File: config.mk
export PLATFORM = sky130hd
export DESIGN_NAME = sdram_boot_seq
export DESIGN_NICKNAME = d
export VERILOG_FILES = /design/src/rtl/sdram_boot_pkg.sv /design/src/rtl/seq_timer.sv /design/src/rtl/seq_cmd_enc.sv /design/src/rtl/sdram_boot_seq.sv
export SDC_FILE = /design/constraint.sdc
export NUM_CORES = 1
export LEC_CHECK = 0
export ABC_AREA = 1
export BUFFER_PORTS_ARGS = -buffer_cell sky130_fd_sc_hd__buf_2
export CAP_MARGIN = 25
export CELL_PAD_IN_SITES_DETAIL_PLACEMENT = 1
export CELL_PAD_IN_SITES_GLOBAL_PLACEMENT = 2
export CORE_MARGIN = 5
export CORE_UTILIZATION = 32
export CTS_CLUSTER_SIZE = 40
export DETAILED_ROUTE_END_ITERATION = 10
export GPL_TIMING_DRIVEN = 0
export PLACE_DENSITY_LB_ADDON = 0.1
export SLEW_MARGIN = 20
export SYNTH_ARGS = -nofsm -noshare
export SYNTH_HDL_FRONTEND = slang
export SYNTH_SLANG_ARGS = --single-unit
File: constraint.sdc
create_clock -name clk -period 4.7 [get_ports clk]
set_input_delay 0.94 -clock clk [delete_from_list [all_inputs] [get_ports clk]]
set_output_delay 0.94 -clock clk [all_outputs]
set_load 0.005 [all_outputs]
File: src/rtl/sdram_boot_pkg.sv
// Shared types for the SDRAM bring-up sequencer.
// Assumes: all users import this package before declaring state or command signals.
package sdram_boot_pkg;

    typedef enum logic [3:0] {
        ST_IDLE,
        ST_CKE_WAIT,
        ST_PRE,
        ST_PRE_WAIT,
        ST_REF,
        ST_REF_GAP,
        ST_REF_WAIT,
        ST_MRS,
        ST_MRS_WAIT,
        ST_DONE
    } seq_state_t;

    typedef enum logic [2:0] {
        CMD_DESEL,
        CMD_NOP,
        CMD_PRE,
        CMD_REF,
        CMD_MRS
    } sd_cmd_t;

endpackage

File: src/rtl/seq_timer.sv
// Up-counter that flags when it reaches a terminal value.
// Assumes: the owner asserts clear in the cycle before a new wait starts, so the
// first cycle of each wait sees a count of zero.
module seq_timer #(
    parameter int W = 16
) (
    input  logic         clk,
    input  logic         rst_n,
    input  logic         clear,
    input  logic [W-1:0] last,
    output logic         hit
);

    logic [W-1:0] cnt;

    // Count cycles, restarting from zero on clear.
    always_ff @(posedge clk) begin
        if (!rst_n || clear) cnt <= '0;
        else                 cnt <= cnt + 1'b1;
    end

    // Terminal-count flag.
    always_comb hit = (cnt == last);

endmodule

File: src/rtl/seq_cmd_enc.sv
// Maps an abstract command onto the SDRAM command pins.
// Assumes: ADDR_W is at least 11, so that A10 exists, and the CAS field fits in the address bus.
module seq_cmd_enc
    import sdram_boot_pkg::*;
#(
    parameter int NUM_CS = 2,
    parameter int SEL_W  = 1,
    parameter int ADDR_W = 13,
    parameter int BA_W   = 2,
    parameter int CAS_W  = 3
) (
    input  sd_cmd_t            cmd,
    input  logic [SEL_W-1:0]   sel,
    input  logic [CAS_W-1:0]   cas,
    output logic [NUM_CS-1:0]  cs_n,
    output logic               ras_n,
    output logic               cas_n,
    output logic               we_n,
    output logic [BA_W-1:0]    ba,
    output logic [ADDR_W-1:0]  addr
);

    localparam int CAS_LSB = 4;
    localparam int A10     = 10;

    // Chip-select decode: only the chosen device, and only when not deselected.
    always_comb begin
        for (int i = 0; i < NUM_CS; i++) begin
            cs_n[i] = !((cmd != CMD_DESEL) && (sel == SEL_W'(i)));
        end
    end

    // Strobe, bank and address encoding for each command.
    always_comb begin
        ras_n = 1'b1;
        cas_n = 1'b1;
        we_n  = 1'b1;
        ba    = '0;
        addr  = '0;
        unique case (cmd)
            CMD_PRE: begin
                ras_n     = 1'b0;
                we_n      = 1'b0;
                addr[A10] = 1'b1;
            end
            CMD_REF: begin
                ras_n = 1'b0;
                cas_n = 1'b0;
            end
            CMD_MRS: begin
                ras_n = 1'b0;
                cas_n = 1'b0;
                we_n  = 1'b0;
                addr[CAS_LSB +: CAS_W] = cas;
            end
            default: ;
        endcase
    end

endmodule

File: src/rtl/sdram_boot_seq.sv
// SDRAM power-up sequencer: clock enable, stable-clock wait, precharge-all,
// auto-refresh burst, mode-register load, then normal mode with a sticky done flag.
// Assumes: CYC_PER_US is the number of clk cycles per microsecond, and start is
// only honoured in the idle state, where cas_lat, bank_sel and trc_cyc are captured.
module sdram_boot_seq
    import sdram_boot_pkg::*;
#(
    parameter int CYC_PER_US  = 100,
    parameter int PWRUP_US    = 200,
    parameter int SETTLE_US   = 100,
    parameter int NUM_REFRESH = 8,
    parameter int NUM_CS      = 2,
    parameter int ADDR_W      = 13,
    parameter int BA_W        = 2,
    parameter int CAS_W       = 3,
    parameter int TRC_W       = 4,
    parameter int SEL_W       = (NUM_CS > 1) ? $clog2(NUM_CS) : 1
) (
    input  logic               clk,
    input  logic               rst_n,
    input  logic               start,
    input  logic [CAS_W-1:0]   cas_lat,
    input  logic [SEL_W-1:0]   bank_sel,
    input  logic [TRC_W-1:0]   trc_cyc,
    output logic               sd_cke,
    output logic [NUM_CS-1:0]  sd_cs_n,
    output logic               sd_ras_n,
    output logic               sd_cas_n,
    output logic               sd_we_n,
    output logic [BA_W-1:0]    sd_ba,
    output logic [ADDR_W-1:0]  sd_addr,
    output logic               done
);

    localparam int PWR_CYC = PWRUP_US * CYC_PER_US;
    localparam int SET_CYC = SETTLE_US * CYC_PER_US;
    localparam int MAX_CYC = (PWR_CYC > SET_CYC) ? PWR_CYC : SET_CYC;
    localparam int TMR_W   = $clog2(MAX_CYC + 1);
    localparam int REF_W   = (NUM_REFRESH > 1) ? $clog2(NUM_REFRESH) : 1;

    seq_state_t        state, state_nx;
    sd_cmd_t           cmd;
    logic [CAS_W-1:0]  cas_q;
    logic [SEL_W-1:0]  sel_q;
    logic [TRC_W-1:0]  trc_q;
    logic [REF_W-1:0]  ref_cnt;
    logic              ref_last;
    logic [TMR_W-1:0]  tmr_last;
    logic              tmr_hit;
    logic              tmr_clear;

    // State register, capture of the run settings and the refresh counter.
    always_ff @(posedge clk) begin
        if (!rst_n) begin
            state   <= ST_IDLE;
            cas_q   <= '0;
            sel_q   <= '0;
            trc_q   <= '0;
            ref_cnt <= '0;
        end else begin
            state <= state_nx;
            if (state == ST_IDLE && start) begin
                cas_q <= cas_lat;
                sel_q <= bank_sel;
                trc_q <= trc_cyc;
            end
            if (state == ST_IDLE)     ref_cnt <= '0;
            else if (state == ST_REF) ref_cnt <= ref_cnt + 1'b1;
        end
    end

    always_comb ref_last = (ref_cnt == REF_W'(NUM_REFRESH - 1));

    // Next-state logic for the fixed bring-up order.
    always_comb begin
        state_nx = state;
        unique case (state)
            ST_IDLE:     if (start) state_nx = ST_CKE_WAIT;
            ST_CKE_WAIT: if (tmr_hit) state_nx = ST_PRE;
            ST_PRE:      state_nx = ST_PRE_WAIT;
            ST_PRE_WAIT: if (tmr_hit) state_nx = ST_REF;
            ST_REF: begin
                if (ref_last)            state_nx = ST_REF_WAIT;
                else if (trc_q == '0)    state_nx = ST_REF;
                else                     state_nx = ST_REF_GAP;
            end
            ST_REF_GAP:  if (tmr_hit) state_nx = ST_REF;
            ST_REF_WAIT: if (tmr_hit) state_nx = ST_MRS;
            ST_MRS:      state_nx = ST_MRS_WAIT;
            ST_MRS_WAIT: if (tmr_hit) state_nx = ST_DONE;
            ST_DONE:     state_nx = ST_DONE;
            default:     state_nx = ST_IDLE;
        endcase
    end

    // Terminal count of the wait that the current state is timing.
    always_comb begin
        unique case (state)
            ST_CKE_WAIT: tmr_last = TMR_W'(PWR_CYC - 1);
            ST_REF_GAP:  tmr_last = TMR_W'(trc_q) - TMR_W'(1);
            default:     tmr_last = TMR_W'(SET_CYC - 1);
        endcase
    end

    always_comb tmr_clear = (state_nx != state);

    seq_timer #(.W(TMR_W)) u_timer (
        .clk   (clk),
        .rst_n (rst_n),
        .clear (tmr_clear),
        .last  (tmr_last),
        .hit   (tmr_hit)
    );

    // Command chosen by the current state.
    always_comb begin
        unique case (state)
            ST_IDLE: cmd = CMD_DESEL;
            ST_PRE:  cmd = CMD_PRE;
            ST_REF:  cmd = CMD_REF;
            ST_MRS:  cmd = CMD_MRS;
            default: cmd = CMD_NOP;
        endcase
    end

    seq_cmd_enc #(
        .NUM_CS (NUM_CS),
        .SEL_W  (SEL_W),
        .ADDR_W (ADDR_W),
        .BA_W   (BA_W),
        .CAS_W  (CAS_W)
    ) u_enc (
        .cmd   (cmd),
        .sel   (sel_q),
        .cas   (cas_q),
        .cs_n  (sd_cs_n),
        .ras_n (sd_ras_n),
        .cas_n (sd_cas_n),
        .we_n  (sd_we_n),
        .ba    (sd_ba),
        .addr  (sd_addr)
    );

    // Clock enable and completion flag.
    always_comb begin
        sd_cke = (state != ST_IDLE);
        done   = (state == ST_DONE);
    end

endmodule

# After elaboration in Yosys (flattened, before gate mapping)
# Index checks and enable logic that the tools add are counted.
# totals
inputBits	11
wordCells	57
output_inout_bits	22
register_bits	30
# op_classes
reduce_logical	16
add_sub_neg	3
eq_ne	15
bitwise_logic	2
n_mux	15
# op_table
op	count
one-hot mux 4 bit (9 select lines)	1
one-hot mux 15 bit (2 select lines)	1
2-to-1 mux 4 bit	5
equality test 4 x 3 -> 1 bit (second input constant)	4
adder 15 x 1 -> 15 bit (second input constant)	1
equality test 15 bit	1
one-hot mux 3 bit (4 select lines)	1
equality test 4 x 2 -> 1 bit (second input constant)	2
equality test 4 bit (second input constant)	2
zero test 4 bit	2
OR reduction 2 bit	4
equality test 3 x 2 -> 1 bit (second input constant)	2
equality test 3 bit (second input constant)	2
2-to-1 mux 1 bit	5
subtractor 4 x 1 -> 5 bit (second input constant)	1
equality test 4 x 1 -> 1 bit (second input constant)	1
inequality test 4 bit	1
nonzero test 4 bit	1
adder 3 x 1 -> 3 bit (second input constant)	1
logical AND 1 bit	3
zero test 1 bit	3
2-to-1 mux 3 bit	1
nonzero test 3 bit	1
OR reduction 3 bit	1
3 further kinds	4

# Logic depth before layout (Yosys ltp)
# logic_depth
ltp_word	7
ltp_mapped	21
ltp_nobuf	20

# Cells and area by module
# Synthesis repeated with hierarchy kept, for this count alone.
# hier_totals
cells_unflattened	340
hier_area_um2	2098.3
# modules_own_cells
module	n_inst	cells_per_inst	area_per_inst_um2	seq_area_each_um2
seq_timer	1	168	992.2	300.3
sdram_boot_seq	1	135	918.4	300.3
seq_cmd_enc	1	37	187.7	0.0

# Worst setup path before layout
# Ideal clock, no wire load.
# synth_path
kind	reg-to-reg
from	reg trc_q[0]
to	reg u_timer.cnt[5]
setup_time_ps	62
n_path_buf	1
t_arrival_ps	2079
synth_period_minus_slack_ps	2141
path_stages_with_launch	20
path_slack_ps	2559
cell_sequence	dfxtp_1 -> inv_1 -> ha_1 -> nand2_1 -> nor2_1 -> nand2_1 -> nand2_1 -> nand2_1 -> nand2_1 -> inv_1 -> nor2_1 -> nand3_2 -> nand2_1 -> nand3_2 -> nand2_1 -> nand2_1 -> nor2_2 -> nand2_2 -> buf_6 -> nor2_2
# synth_between
elab_chain_cells	7
elab_cells_between_ends	13
classes_between	add/sub: 1; eq/ne: 2; mux: 8; reduce/logical: 2
# synth_lines
item	line	text
from (decl)	sdram_boot_seq.sv:45	logic [TRC_W-1:0] trc_q;
from (signal assigned)	sdram_boot_seq.sv:65	trc_q <= trc_cyc;
subtractor 4 x 1 -> 5 bit	sdram_boot_seq.sv:100	ST_REF_GAP: tmr_last = TMR_W'(trc_q) - TMR_W'(1);
one-hot mux 15 bit (2 select lines)	sdram_boot_seq.sv:98	unique case (state)
equality test 15 bit	seq_timer.sv:23	always_comb hit = (cnt == last);
2-to-1 mux 4 bit (on tied branches)	-	
one-hot mux 4 bit (9 select lines) (*)	sdram_boot_seq.sv:77	unique case (state)
inequality test 4 bit (*)	sdram_boot_seq.sv:105	always_comb tmr_clear = (state_nx != state);
logical OR 1 bit (*)	seq_timer.sv:18	if (!rst_n || clear) cnt <= '0;
to (signal assigned)	seq_timer.sv:19	else cnt <= cnt + 1'b1;
to (decl)	seq_timer.sv:14	logic [W-1:0] cnt;
# Mark *: on every way between the ends. The rest lies on a longest branch, timed or not.
# A chain may end at the register's enable or synchronous reset.

# Worst setup path after layout
# layout_path
from	reg trc_q[0]
to	reg u_timer.cnt[7]
# Same word-level chain as after synthesis.

==> impl_metrics.json <==
{
  "grt_max_degree": 11,
  "cts-root-buf": "clkbuf_8",
  "netlist_area_um2": 1930,
  "ys_top_cells_by_area": "dfxtp_1, nand2_1, inv_1",
  "cts_hold_buf": 0,
  "yosys.cell_count.top_type": "nand2_1",
  "dp_cells": 400,
  "path_buf_inv": 3,
  "clock-skew-final_ps": 2.97,
  "cts_tree": "built",
  "critPathTopFamily": "simple AND/OR/NAND/NOR gates",
  "clockBufferDepth": 2,
  "path_max_fanout": 10,
  "first_pass_iters": 4,
  "syn_area_per_cell_um2": 6.57,
  "synth_edf_count": 0,
  "critPathLaunch": "trc_q[0]",
  "dp_hpwl_mm": 3.94,
  "n_antenna_cell": 0,
  "design.core.area_um2": 5890,
  "fin_crit_ps": 2720,
  "wire_per_inst_um": 11.8,
  "path_cells": "inv_1 > ha_1 > nand2_1 > nor2_1 > nand2_1 > nand2_1 > nand2_1 > nand2_1 > inv_1 > nor2_1 > nand3_2 > nand2_1 > nand3_2 > nand2_1 > nand2_1 > nor2_1 > nand2_2 > buf_6 > nor2_2",
  "yosysSeqAreaShare": 0.311,
  "clock_sinks": 30,
  "fmax_mhz": 368,
  "ys_top_cells_by_count": "nand2_1, inv_1, nor2_1, dfxtp_1, nand3_1",
  "cts_setup_buffers": 0,
  "grt_pass1_vias": 1909,
  "pin_count": 33,
  "synth-simple-area-share": 0.370,
  "synth_cells": 294,
  "tightest_slew_ps": 572,
  "grt_use_met3": 0.0376,
  "grt_usage": 0.141,
  "min_period_over_period": 0.578,
  "report.final.slew_viol_count": 0,
  "synth-main-ff-cell": "dfxtp_1",
  "timing.rr.start": "trc_q[0]",
  "status": "complete, no violations",
  "dieArea_um2": 7690,
  "ys_ff_latch": 30,
  "pwr_density_cell_nw_per_um2": 243,
  "drcViolationCount": 0,
  "cp.depth": 19,
  "required_ps": 4920,
  "layout-drive-gt1-share": 0.181,
  "synth_fa_ha_area_frac": 0.0324,
  "grt_pass1_wl_mm": 8.54,
  "cp-start-kind": "register",
  "grt_overflow_total": 0,
  "setup_ws_ps": 1980,
  "nFillCells": 800,
  "setup_viol": 0,
  "rows": 28,
  "die_y_um": 87.7,
  "hold_start": "cas_q[2]",
  "gp_congestion": 0.788,
  "slowest_stage": "dfxtp_1",
  "insertion_delay_ps": 280,
  "numPortBuffers": 21,
  "instances_no_fill": 407,
  "rsz0062_at_grt": "no",
  "yosys_warnings": 0,
  "setup_tns_ps": 0,
  "peakVddDrop_mv": 0.105,
  "h-tree-depth": 2,
  "cts_resized": 0,
  "utilization": 0.381,
  "async_flop_share": 0,
  "post-place-ws_ps": 1920,
  "crit_top_cell": "nand2_1",
  "antenna_left": 0,
  "grt_use_met2": 0.250,
  "cts_made_buffers": 5,
  "drt_iter0_drc": 23,
  "synth_xor_area_frac": 0.0635,
  "use_met1": 0.166,
  "nets": 348,
  "crit_path_max_incr_delay_ps": 320,
  "synthDistinctLibCells": 25,
  "start_util": 0.328,
  "routed_wl_mm": 4.82,
  "antenna_found_initial": 0,
  "rr_worst_depth": 19,
  "yosysTopAreaCell": "dfxtp_1",
  "clk_pin_slew_ps": 60,
  "worstHoldPathCells": 2,
  "synth_mux_area_frac": 0,
  "setup.worst_path.end_class": "register",
  "areaGrowthSynthToFinish_pct": 16.2,
  "synth_top_area_frac": 0.311,
  "maxSlewHeadroom": 0.617,
  "path_class": "register to register",
  "viasPerCell": 4.44,
  "hold_path_class": "register to register",
  "p_leak_nw": 1.06,
  "cap_violations": 0,
  "busiest_layer": "met2",
  "hold_viol": 0,
  "synth_compound_gate_area_share": 0.0693,
  "synth_top_family_by_area": "simple AND/OR/NAND/NOR gates",
  "dr_total_vias": 1808,
  "fp.dieW_um": 87.7,
  "critPathArrivalTime_ps": 2930
}
[stage by stage]
step,hold WS (ps),instance area [µm²],total power [mW]
3_3_place_gp,442,2170,0.356
5_1_grt,485,2240,0.583
2_1_floorplan,430,1970,0.334
6_report,456,2240,0.546
4_1_cts,461,2240,0.559
3_5_place_dp,451,2170,0.357
[tightest hold or removal path: stages, from the launching register on]
cell and delay (ps):
dfxtp_1 300, inv_1 60, a21oi_1 60
[where the power goes]
group          internal, mW  switching, mW
registers             0.263        0.00590
clock network         0.102         0.0948
logic                0.0307         0.0502
[path summary, 6_finish.rpt]
path | end | slack [ps]
worst max-delay path | u_timer.cnt[7] | 1980
worst min-delay path | cas_q[2] | 460
worst max register to register | u_timer.cnt[7] | 1980
worst min register to register | cas_q[2] | 460
[cell families after synthesis]
kind of cell,count (synthesis)
AO/OA/AOI/OAI,26
XOR/XNOR,14
adder cells (fa/ha/maj),5
buffers and inverters,63
flip-flops,30
other,1
AND/OR/NAND/NOR,155
[cell type report]
class,count,area [µm²],share of cell area
timing repair buffer,21,105,0.0468
multi-input combinational,211,1080,0.479
tap,75,93.8,0.0418
clock buffer,7,76.3,0.0340
inverter,48,180,0.0803
buffer,15,113,0.0502
sequential,30,601,0.268
[registers in the layout, summed over array words and instances, names as in the netlist]
register,cells
trc_q,4
sel_q,1
cas_q,3
state,4
ref_cnt,3
u_timer.cnt,15
[per-layer routing]
layer / wire, µm / vias up
li1: - / 959
met1: 2210 / 813
met2: 2350 / 30
met3: 209 / 6
met4: 57 / 0
met5: 0 / -
[placed cells by master (no fill, tap or decap), drive strengths merged, types with 2 or more instances in the layout]
master / synthesis / final
nand2: 75 / 75
inv: 48 / 48
nor2: 45 / 45
buf: 13 / 34
dfxtp: 30 / 30
nand3: 20 / 20
a21oi: 16 / 16
xor2: 12 / 12
conb: 1 / 11
clkbuf: 2 / 9
nand4: 8 / 8
o21ai: 8 / 8
nor3: 5 / 5
ha: 5 / 5
xnor2: 2 / 2
Note: power is estimated with default switching activity, not from simulation.
